[config.mk]
export PLATFORM = sky130hd
export DESIGN_NAME = flp_lock_unit
export DESIGN_NICKNAME = d
export VERILOG_FILES = /design/src/rtl/flp_pkg.sv /design/src/rtl/flp_rst_sync.sv /design/src/rtl/flp_blk_decode.sv /design/src/rtl/flp_lock_store.sv /design/src/rtl/flp_req_judge.sv /design/src/rtl/flp_id_read.sv /design/src/rtl/flp_lock_unit.sv
export SDC_FILE = /design/constraint.sdc
export NUM_CORES = 1
export LEC_CHECK = 0
export ABC_AREA = 1
export BUFFER_PORTS_ARGS = -buffer_cell sky130_fd_sc_hd__buf_2
export CAP_MARGIN = 15
export CORE_MARGIN = 2
export CORE_UTILIZATION = 35
export DETAILED_ROUTE_END_ITERATION = 16
export PLACE_DENSITY = 0.61
export SYNTH_ARGS = -nofsm -noshare
export SYNTH_HDL_FRONTEND = slang
export SYNTH_SLANG_ARGS = --single-unit
[constraint.sdc]
create_clock -name clk -period 5.65 [get_ports clk]
set_input_delay 0.565 -clock clk [delete_from_list [all_inputs] [get_ports clk]]
set_output_delay 0.565 -clock clk [all_outputs]
set_load 0.05 [all_outputs]
[src/rtl/flp_pkg.sv]
package flp_pkg;
  typedef enum logic [2:0] {
    CMD_NONE       = 3'd0,
    CMD_LOCK_BLK   = 3'd1,
    CMD_LOCK_PERM  = 3'd2,
    CMD_UNLOCK_ALL = 3'd3,
    CMD_CLR_ERR    = 3'd4
  } cmd_e;

  typedef enum logic [1:0] {
    REQ_PROG       = 2'd0,
    REQ_BLK_ERASE  = 2'd1,
    REQ_CHIP_ERASE = 2'd2,
    REQ_NONE       = 2'd3
  } req_e;
endpackage

[src/rtl/flp_rst_sync.sv]
module flp_rst_sync #(
  parameter int STAGES = 2
) (
  input  logic clk,
  input  logic rst_n,
  output logic rst_sn
);
  logic [STAGES-1:0] sync_q;

  always_ff @(posedge clk or negedge rst_n) begin
    if (!rst_n) sync_q <= '0;
    else        sync_q <= {sync_q[STAGES-2:0], 1'b1};
  end

  assign rst_sn = sync_q[STAGES-1];
endmodule

[src/rtl/flp_blk_decode.sv]
module flp_blk_decode #(
  parameter int AW          = 20,
  parameter int NMAIN       = 31,
  parameter int MAIN_SHIFT  = 15,
  parameter int SMALL_SHIFT = 12,
  parameter int IW          = 6
) (
  input  logic [AW-1:0] addr,
  output logic [IW-1:0] idx
);
  localparam int HIW = AW - MAIN_SHIFT;
  localparam int SW  = MAIN_SHIFT - SMALL_SHIFT;

  logic [HIW-1:0] hi;
  logic [SW-1:0]  sub;

  always_comb begin
    hi  = addr[AW-1:MAIN_SHIFT];
    sub = addr[MAIN_SHIFT-1:SMALL_SHIFT];
    if (IW'(hi) < IW'(NMAIN)) idx = IW'(hi);
    else                      idx = IW'(NMAIN) + IW'(sub);
  end
endmodule

[src/rtl/flp_lock_store.sv]
module flp_lock_store
  import flp_pkg::*;
#(
  parameter int NBLK = 39,
  parameter int IW   = 6
) (
  input  logic            clk,
  input  logic            rst_n,
  input  logic [NBLK-1:0] nv_lock_img,
  input  logic            nv_perm_img,
  input  logic            cmd_valid,
  input  cmd_e            cmd_op,
  input  logic [IW-1:0]   cmd_idx,
  output logic [NBLK-1:0] lock_cur,
  output logic            perm_cur,
  output logic            cmd_refused
);
  logic            restored_q;
  logic [NBLK-1:0] lock_q, lock_d;
  logic            perm_q, perm_d;
  logic            upd_en;

  // until the first clock after reset the stored image is used directly
  assign lock_cur = restored_q ? lock_q : nv_lock_img;
  assign perm_cur = restored_q ? perm_q : nv_perm_img;

  always_comb begin
    lock_d      = lock_cur;
    perm_d      = perm_cur;
    cmd_refused = 1'b0;
    if (cmd_valid) begin
      unique case (cmd_op)
        CMD_LOCK_BLK: begin
          if (perm_cur) cmd_refused = 1'b1;
          else if (cmd_idx < IW'(NBLK)) lock_d[cmd_idx] = 1'b1;
        end
        CMD_UNLOCK_ALL: begin
          if (perm_cur) cmd_refused = 1'b1;
          else          lock_d = '0;
        end
        CMD_LOCK_PERM: perm_d = 1'b1;
        default: ;
      endcase
    end
  end

  assign upd_en = !restored_q || cmd_valid;

  always_ff @(posedge clk or negedge rst_n) begin
    if (!rst_n) begin
      restored_q <= 1'b0;
      lock_q     <= '0;
      perm_q     <= 1'b0;
    end else begin
      restored_q <= 1'b1;
      if (upd_en) begin
        lock_q <= lock_d;
        perm_q <= perm_d;
      end
    end
  end
endmodule

[src/rtl/flp_req_judge.sv]
module flp_req_judge
  import flp_pkg::*;
#(
  parameter int NBLK   = 39,
  parameter int NPROT  = 37,
  parameter int IW     = 6
) (
  input  logic            clk,
  input  logic            rst_n,
  input  logic            req_valid,
  input  req_e            req_op,
  input  logic [IW-1:0]   req_idx,
  input  logic            wp_n,
  input  logic [NBLK-1:0] lock_cur,
  input  logic            cmd_refused,
  input  logic            clr_err,
  output logic            rsp_valid,
  output logic            rsp_allow,
  output logic [NBLK-1:0] rsp_mask,
  output logic            err_protect
);
  logic [NBLK-1:0] eff_lock;
  logic [NBLK-1:0] mask_d;
  logic            act_d, deny_d, err_d, err_en, set_err;

  // pin-based protection covers only indexes at or above NPROT
  for (genvar i = 0; i < NBLK; i++) begin : g_eff
    if (i >= NPROT) begin : g_pin
      assign eff_lock[i] = lock_cur[i] | ~wp_n;
    end else begin : g_sw
      assign eff_lock[i] = lock_cur[i];
    end
  end

  always_comb begin
    mask_d = '0;
    act_d  = 1'b0;
    deny_d = 1'b0;
    if (req_valid) begin
      unique case (req_op)
        REQ_PROG, REQ_BLK_ERASE: begin
          act_d = 1'b1;
          if (eff_lock[req_idx]) deny_d = 1'b1;
          else                   mask_d[req_idx] = 1'b1;
        end
        REQ_CHIP_ERASE: begin
          act_d  = 1'b1;
          mask_d = ~eff_lock;
          deny_d = |eff_lock;
        end
        default: ;
      endcase
    end
  end

  always_comb begin
    set_err = deny_d | cmd_refused;
    err_en  = set_err | clr_err;
    err_d   = set_err;
  end

  always_ff @(posedge clk or negedge rst_n) begin
    if (!rst_n) begin
      rsp_valid   <= 1'b0;
      rsp_allow   <= 1'b0;
      rsp_mask    <= '0;
      err_protect <= 1'b0;
    end else begin
      rsp_valid <= act_d;
      rsp_allow <= |mask_d;
      rsp_mask  <= mask_d;
      if (err_en) err_protect <= err_d;
    end
  end
endmodule

[src/rtl/flp_id_read.sv]
module flp_id_read #(
  parameter int AW   = 20,
  parameter int DW   = 16,
  parameter int NBLK = 39,
  parameter int IW   = 6
) (
  input  logic            clk,
  input  logic            rst_n,
  input  logic [AW-1:0]   id_addr,
  input  logic [IW-1:0]   id_idx,
  input  logic [NBLK-1:0] lock_cur,
  input  logic            perm_cur,
  output logic [DW-1:0]   id_data
);
  localparam logic [AW-1:0] PERM_ADDR = AW'(3);

  logic bit_d, bit_q;

  always_comb begin
    if (id_addr == PERM_ADDR)      bit_d = perm_cur;
    else if (id_addr[1:0] == 2'b10) bit_d = lock_cur[id_idx];
    else                            bit_d = 1'b0;
  end

  always_ff @(posedge clk or negedge rst_n) begin
    if (!rst_n) bit_q <= 1'b0;
    else        bit_q <= bit_d;
  end

  assign id_data = {{(DW-1){1'b0}}, bit_q};
endmodule

[src/rtl/flp_lock_unit.sv]
module flp_lock_unit
  import flp_pkg::*;
#(
  parameter  int AW          = 20,
  parameter  int DW          = 16,
  parameter  int NMAIN       = 31,
  parameter  int NPARAM      = 6,
  parameter  int NBOOT       = 2,
  parameter  int MAIN_SHIFT  = 15,
  parameter  int SMALL_SHIFT = 12,
  localparam int NBLK        = NMAIN + NPARAM + NBOOT
) (
  input  logic            clk,
  input  logic            rst_n,
  input  logic [NBLK-1:0] nv_lock_img,
  input  logic            nv_perm_img,
  input  logic            wp_n,
  input  logic            cmd_valid,
  input  logic [2:0]      cmd_op,
  input  logic [AW-1:0]   cmd_addr,
  input  logic            req_valid,
  input  logic [1:0]      req_op,
  input  logic [AW-1:0]   req_addr,
  input  logic [AW-1:0]   id_addr,
  output logic            rsp_valid,
  output logic            rsp_allow,
  output logic [NBLK-1:0] rsp_erase_mask,
  output logic            err_protect,
  output logic [DW-1:0]   id_data
);
  localparam int IW    = $clog2(NBLK + 1);
  localparam int NPROT = NMAIN + NPARAM;

  logic            rst_sn;
  logic [IW-1:0]   cmd_idx, req_idx, id_idx;
  logic [NBLK-1:0] lock_cur;
  logic            perm_cur;
  logic            cmd_refused;
  logic            clr_err;
  cmd_e            cmd_e_op;
  req_e            req_e_op;

  assign cmd_e_op = cmd_e'(cmd_op);
  assign req_e_op = req_e'(req_op);
  assign clr_err  = cmd_valid && (cmd_e_op == CMD_CLR_ERR);

  flp_rst_sync #(.STAGES(2)) u_rst (
    .clk(clk), .rst_n(rst_n), .rst_sn(rst_sn)
  );

  flp_blk_decode #(.AW(AW), .NMAIN(NMAIN), .MAIN_SHIFT(MAIN_SHIFT),
                   .SMALL_SHIFT(SMALL_SHIFT), .IW(IW))
    u_dec_cmd (.addr(cmd_addr), .idx(cmd_idx));

  flp_blk_decode #(.AW(AW), .NMAIN(NMAIN), .MAIN_SHIFT(MAIN_SHIFT),
                   .SMALL_SHIFT(SMALL_SHIFT), .IW(IW))
    u_dec_req (.addr(req_addr), .idx(req_idx));

  flp_blk_decode #(.AW(AW), .NMAIN(NMAIN), .MAIN_SHIFT(MAIN_SHIFT),
                   .SMALL_SHIFT(SMALL_SHIFT), .IW(IW))
    u_dec_id (.addr(id_addr), .idx(id_idx));

  flp_lock_store #(.NBLK(NBLK), .IW(IW)) u_store (
    .clk(clk), .rst_n(rst_sn),
    .nv_lock_img(nv_lock_img), .nv_perm_img(nv_perm_img),
    .cmd_valid(cmd_valid), .cmd_op(cmd_e_op), .cmd_idx(cmd_idx),
    .lock_cur(lock_cur), .perm_cur(perm_cur), .cmd_refused(cmd_refused)
  );

  flp_req_judge #(.NBLK(NBLK), .NPROT(NPROT), .IW(IW)) u_judge (
    .clk(clk), .rst_n(rst_sn),
    .req_valid(req_valid), .req_op(req_e_op), .req_idx(req_idx),
    .wp_n(wp_n), .lock_cur(lock_cur),
    .cmd_refused(cmd_refused), .clr_err(clr_err),
    .rsp_valid(rsp_valid), .rsp_allow(rsp_allow), .rsp_mask(rsp_erase_mask),
    .err_protect(err_protect)
  );

  flp_id_read #(.AW(AW), .DW(DW), .NBLK(NBLK), .IW(IW)) u_id (
    .clk(clk), .rst_n(rst_sn),
    .id_addr(id_addr), .id_idx(id_idx),
    .lock_cur(lock_cur), .perm_cur(perm_cur),
    .id_data(id_data)
  );
endmodule

**Yosys cells after proc, flatten, opt, wreduce, memory -nomap -nowiden**

Cells that the tools add are included.

- Register bits: 86
- Bits in latches: 0
- Memory bits (writable): 0
- Memory bits (read-only): 0
- Input bits: 110
- Output and inout port bits: 58
- Memories: 0

- Add/subtract/negate cells: 3
- Multiply operators: 0
- Divide/modulo/power cells: 0
- Magnitude comparators: 9
- Equality and inequality tests: 8
- Shifts and indexed selects: 0
- Multiplexer cells: 33
- Bitwise operators: 7
- Reductions and logical operators: 11

Operators by type and width:

| operator | count |
|---|---|
| 2-to-1 mux 39 bit | 7 |
| case mux 39 bit (2 select lines) | 2 |
| OR reduction 39 bit | 2 |
| inverter 39 bit | 1 |
| bitwise OR 39 bit | 1 |
| less-than comparator 6 x 7 -> 1 bit, second input constant | 3 |
| equality test 20 x 2 -> 1 bit, second input constant | 1 |
| adder 5 x 3 -> 6 bit, first input constant | 3 |
| 2-to-1 mux 6 bit | 3 |
| 2-to-1 mux 1 bit | 16 |
| less-than comparator 5 bit, second input constant | 3 |
| binary-select mux 1 bit (select 6 bit) | 2 |
| demux 1 bit (select 6 bit) | 2 |
| >= comparator 6 x 1 -> 1 bit, second input constant | 2 |
| equality test 3 x 2 -> 1 bit, second input constant | 2 |
| less-than comparator 6 bit, second input constant | 1 |
| equality test 2 bit, second input constant | 2 |
| bitwise OR 1 bit | 4 |
| OR reduction 2 bit | 2 |
| equality test 3 x 1 -> 1 bit, second input constant | 1 |
| equality test 3 bit, second input constant | 1 |
| logical AND 1 bit | 3 |
| OR reduction 3 bit | 1 |
| equality test 2 x 1 -> 1 bit, second input constant | 1 |
| 5 further kinds | 5 |

**Logic depth before layout (Yosys ltp)**

- Depth after elaboration: 11
- Gate-level depth with buffers: 24
- Gate-level depth less buffers: 22

**Hierarchy**

A second synthesis with hierarchy kept.

- Cells, all modules: 1169
- Area, all modules: 7030.5 um^2

Modules (own cells, without submodules):

| module | times used | cells each | area an instance (um^2) |
|---|---|---|---|
| flp_req_judge | 1 | 518 | 3085.5 |
| flp_lock_store | 1 | 431 | 2757.6 |
| flp_id_read | 1 | 137 | 691.9 |
| flp_blk_decode | 3 | 25 | 140.1 |
| flp_rst_sync | 1 | 3 | 53.8 |
| flp_lock_unit | 1 | 5 | 21.3 |

**Least setup slack after synthesis**

Ideal clock, no wire load.

- Path kind: input -> register
- Start: input port req_addr[12]
- End: register u_judge.rsp_allow
- Setup time: 0.125 ns
- Arrival time: 2.533 ns
- Slack: 2.991 ns
- Stages on the path: 23
- Path buffers: 2
- Path through: inv_1 > ha_1 > ha_1 > nand3_1 > nand2_1 > buf_4 > nor2_1 > nand2_1 > nand2_1 > inv_1 > nand2_1 > nand2_1 > nand2_1 > nor2_4 > buf_6 > nand4_1 > nand2_1 > nand2_1 > nand2_1 > nor2_1 > nand2_1 > nor2_1 > nand3_1

- Cells in the longest elaborated chain, start to end: 10

RTL lines:

| item | RTL line | source |
|---|---|---|
| start: declaration | flp_lock_unit.sv:23 | `input logic [AW-1:0] req_addr,` |
| adder 5 x 3 -> 6 bit * | flp_blk_decode.sv:21 | `else idx = IW'(NMAIN) + IW'(sub);` |
| 2-to-1 mux 6 bit * | flp_blk_decode.sv:20 | `if (IW'(hi) < IW'(NMAIN)) idx = IW'(hi);` |
| less-than comparator 6 x 7 -> 1 bit (implied by the code) or >= comparator 6 x 1 -> 1 bit (tied branches) | flp_req_judge.sv:44 | `else mask_d[req_idx] = 1'b1;` |
| logical AND 1 bit (implied by the code) | flp_req_judge.sv:44 |  |
| 2-to-1 mux 1 bit (implied by the code) | flp_req_judge.sv:44 |  |
| demux 1 bit (select 6 bit) | -- |  |
| 2-to-1 mux 39 bit * | flp_req_judge.sv:43 | `if (eff_lock[req_idx]) deny_d = 1'b1;` |
| case mux 39 bit (2 select lines) * | flp_req_judge.sv:40 | `unique case (req_op)` |
| 2-to-1 mux 39 bit * | flp_req_judge.sv:39 | `if (req_valid) begin` |
| OR reduction 39 bit * | flp_req_judge.sv:70 | `rsp_allow <= \|mask_d;` |
| end signal: assignment | flp_req_judge.sv:70 |  |
| end: declaration | flp_req_judge.sv:18 | `output logic rsp_allow,` |

Every way passes the cells marked *; elsewhere a longest branch is shown, timed or not. The select of a mux whose other input is x is not followed.
A chain may end at the register's enable or synchronous reset.

**Final worst setup path**

- Start: register u_store.restored_q
- End: register u_judge.rsp_allow

- Cells in the longest elaborated chain, start to end: 8

RTL lines:

| item | RTL line | source |
|---|---|---|
| start: declaration | flp_lock_store.sv:18 | `logic restored_q;` |
| start signal: assignment | flp_lock_store.sv:51 | `restored_q <= 1'b0;` |
| start signal: assignment | flp_lock_store.sv:55 | `restored_q <= 1'b1;` |
| 2-to-1 mux 39 bit * | flp_lock_store.sv:24 | `assign lock_cur = restored_q ? lock_q : nv_lock_img;` |
| bitwise OR 1 bit | flp_req_judge.sv:29 | `assign eff_lock[i] = lock_cur[i] \| ~wp_n;` |
| binary-select mux 1 bit (select 6 bit) | flp_req_judge.sv:43 |  |
| 2-to-1 mux 1 bit (implied by the code) | flp_req_judge.sv:43 |  |
| 2-to-1 mux 39 bit | flp_req_judge.sv:43 |  |
| case mux 39 bit (2 select lines) * | flp_req_judge.sv:40 |  |
| 2-to-1 mux 39 bit * | flp_req_judge.sv:39 |  |
| OR reduction 39 bit * | flp_req_judge.sv:70 |  |

Marked as above.

==> run summary <==
Mean Syn Cell Area -> 6.40 sq um
Post-Synth Adder-Cell Area -> 1.33%
GRT overflow -> 0
Clock power frac -> 35.7%
DR vias -> 6924
largest net degree at the start of global routing -> 85
htree depth -> 3
CTS tree -> done
Design Power -> 1.83 mW
GRT Util Overall -> 21.2%
Core Region -> 0.0186 sq mm
status -> complete, no violations
1st-pass router iterations -> 5
HP Class -> reg -> async
Netlist Area Pre-Place -> 0.00658 sq mm
WHS -> 341 ps
cells taking the most area after synthesis -> dfrtp_1 (33%), nand2_1 (18%), inv_1 (8.3%)
Achievable Freq -> 271 MHz
Critical Path Sink Type -> flop
CP Launch Type -> flop
DR iter-0 viols -> 755
setup slack after layout -> 1950 ps
IO buf count -> 128
Skew-Pair Late Insertion Delay -> 350 ps
clock root buffer -> clkbuf_16
Logic pwr share -> 27.5%
Slew Limit Fails -> 0
P per Cell Area -> 241 mW/mm^2
row count -> 50
initial antenna violation count -> 0
Final Skew -> 7.41 ps
multi-input logic area -> 0.00352 sq mm
clk sinks -> 86
multiplexer share of the synthesized area -> 0%
total CTS buffers -> 9
die area -> 0.0199 sq mm
Synth Area in Simple Gates -> 35.2%
crit path max fanout -> 42
number of synthesis warnings -> 0
Placer Congestion -> 0.904
Sum Neg Setup Slack -> 0 ps
# nets final -> 1242
DP HPWL -> 16200 um
fraction of the cycle the final worst path needs -> 65.4%
Post-CTS Resized -> 0
Sw Share -> 34.1%
Die Ht -> 141 um
met3 wire length -> 1510 um
wire per inst -> 15.5 um
max cap viols -> 0
internal power -> 1.21 mW
Synth-to-Final Area Change -> 15.5%
CTS clock-pin slew for the worst setup and hold paths -> 60 ps
post-synthesis xor/xnor area fraction -> 0%
largest family of logic cells by synthesized area -> simple AND/OR/NAND/NOR gates
Rel. slew slack -> 27.6%
maximum vdd drop -> 135 uV
Yosys top cell by area -> dfrtp_1
Met1 Wirelength -> 9530 um
top sig layer -> met4
Yosys reg bits -> 86
drt via density -> 5.08
Inserted Diodes -> 0
required time of the critical path -> 5880 ps
sequential area share after synthesis -> 32.7%
worst path arrival time -> 3930 ps
Final Hold Fails -> 0
global-route wire length before repair -> 33400 um
Die Wd -> 141 um
Synth top area share -> 32.7%
fin util -> 40.9%
DRC -> 0
Synth async-reset ratio -> 100%
setup violators final -> 0
RSZ-0062 raised after global routing -> no
Post-Route WL -> 21200 um
Flop pwr share -> 36.7%
Synth Area in Compound Gates -> 15.9%
share of cells above drive strength 1 -> 16.1%
Leakage -> 4.17 nW
fillers -> 1999
pre-CTS setup slack -> 1670 ps
Synth Flop Type -> dfrtp_1
metal2 WL -> 9450 um
Initial Utilization -> 35.4%
Post-synth EDFFs -> 0
cells after synthesis -> 1029
vias in the first global route -> 6454
NetSw -> 626 uW
register area -> 0.00216 sq mm
Worst Tran Pin Value -> 1080 ps
largest buffer count on any clock path -> 2
synth unique cells -> 42
Tmin final -> 3700 ps
Antenna Nets Post-Route -> 0
Setup CP Type -> reg -> reg
Ports -> 168
## critical path, stage by stage, from the launching register on
cell	delay (ps)
dfrtp_1	360
buf_4	260
inv_2	550
nand2_1	130
nand2_1	190
inv_1	120
o21ai_0	200
nand2_1	80
nand2_1	60
nand2_1	50
nand2_1	90
nand2_1	420
nand3_2	430
o21ai_0	160
nand2_1	100
nand2_1	70
nor2_1	80
nand2_1	50
nor2_1	70
nand3_1	70
## synth_stat cells (4+ instances only)
cell	instances
a21oi_1	27
a22oi_1	24
and2_1	5
buf_2	11
buf_4	23
buf_6	6
clkbuf_1	24
clkinv_1	4
dfrtp_1	86
ha_1	7
inv_1	145
inv_2	5
nand2_1	317
nand2_2	7
nand3_1	31
nand4_1	35
nor2_1	99
nor3_1	20
nor4_1	10
o21ai_0	52
o21ai_1	15
o22ai_1	31
o32ai_1	8
## kinds of logic after synthesis
group / Yosys count
other: 2
buffers and inverters: 220
AND/OR/NAND/NOR: 540
adder cells (fa/ha/maj): 7
AO/OA/AOI/OAI: 174
flip-flops: 86
## through the flow
step,area [sq um],std cells
final,7600,1364
after CTS,7580,1363
after global routing,7600,1364
after global placement,7230,1346
after detailed placement,7230,1346
after floorplan,6640,1044
## timing repair
action | in CTS | in global routing
hold buffers | 1 | 0
setup buffers | 0 | 0
endpoints found under the hold margin | 2 | 0
endpoints found under the setup margin | 0 | 0
## cells in the final DEF (no fill, tap or decap), types with 3 or more instances in the layout
cell | synthesis | routed
nand3_1 | 31 | 31
conb_1 | 2 | 17
nand2_1 | 317 | 317
and2_1 | 5 | 5
nor4_1 | 10 | 10
dfrtp_1 | 86 | 85
o32ai_1 | 8 | 8
buf_2 | 11 | 128
clkinv_1 | 4 | 4
nand2_2 | 7 | 7
inv_2 | 5 | 5
o21ai_2 | 3 | 3
nor3_1 | 20 | 20
clkbuf_16 | 0 | 9
nor2_4 | 3 | 3
a21oi_1 | 27 | 26
o21ai_1 | 15 | 15
inv_1 | 145 | 145
nand3_2 | 3 | 3
nand4_1 | 35 | 35
ha_1 | 7 | 7
nor2_1 | 99 | 99
nor2_2 | 3 | 3
o21bai_1 | 3 | 3
o21ai_0 | 52 | 52
o22ai_1 | 31 | 31
a22oi_1 | 24 | 24
buf_4 | 23 | 6
## flip-flops by register name, indices dropped and copies added, names as in the netlist
| signal | cells |
|---|---|
| u_rst.sync_q | 2 |
| u_store.restored_q | 1 |
| u_id.bit_q | 1 |
| u_store.perm_q | 1 |
| u_judge.rsp_valid | 1 |
| u_judge.rsp_mask | 39 |
| u_store.lock_q | 39 |
| u_judge.err_protect | 1 |
| u_judge.rsp_allow | 1 |
## routing by layer
metal  vias to the layer above  global-route usage, %
li1                       3488                      -
met1                      3106                   29.2
met2                       288                   33.0
met3                        42                   4.14
met4                         0                   7.95
met5                         -                      0
## layout make-up
type	instances	area share, %
Tap cell	234	3.85
Timing Repair Buffer	136	9.51
Inverter	154	7.60
Multi-Input combinational cell	738	46.3
Sequential cell	86	28.3
Clock buffer	11	3.32
Clock inverter	5	1.07
## power groups by stage
stage / Sequential [mW] / Combinational, mW / Clock [mW]
3_5_place_dp: 0.685 / 0.495 / 0
5_1_grt: 0.677 / 0.558 / 0.697
2_1_floorplan: 0.738 / 0.316 / 0
6_report: 0.674 / 0.505 / 0.655
4_1_cts: 0.674 / 0.498 / 0.672
3_3_place_gp: 0.684 / 0.493 / 0
## path summary, 6_finish.rpt
check,from,slack (ps),to,cells after the start
setup / recovery,u_store.restored_q,1950,u_judge.rsp_allow,19
max in group asynchronous,u_rst.sync_q[1],4700,u_judge.rsp_mask[36],2
hold / removal,u_rst.sync_q[1],340,u_store.lock_q[18],1
setup reg to reg,u_store.restored_q,1950,u_judge.rsp_allow,19
hold reg to reg,u_rst.sync_q[1],340,u_store.lock_q[18],1
min in group clk,u_rst.sync_q[0],360,u_rst.sync_q[1],0
Power figures use the tool's default switching activity.
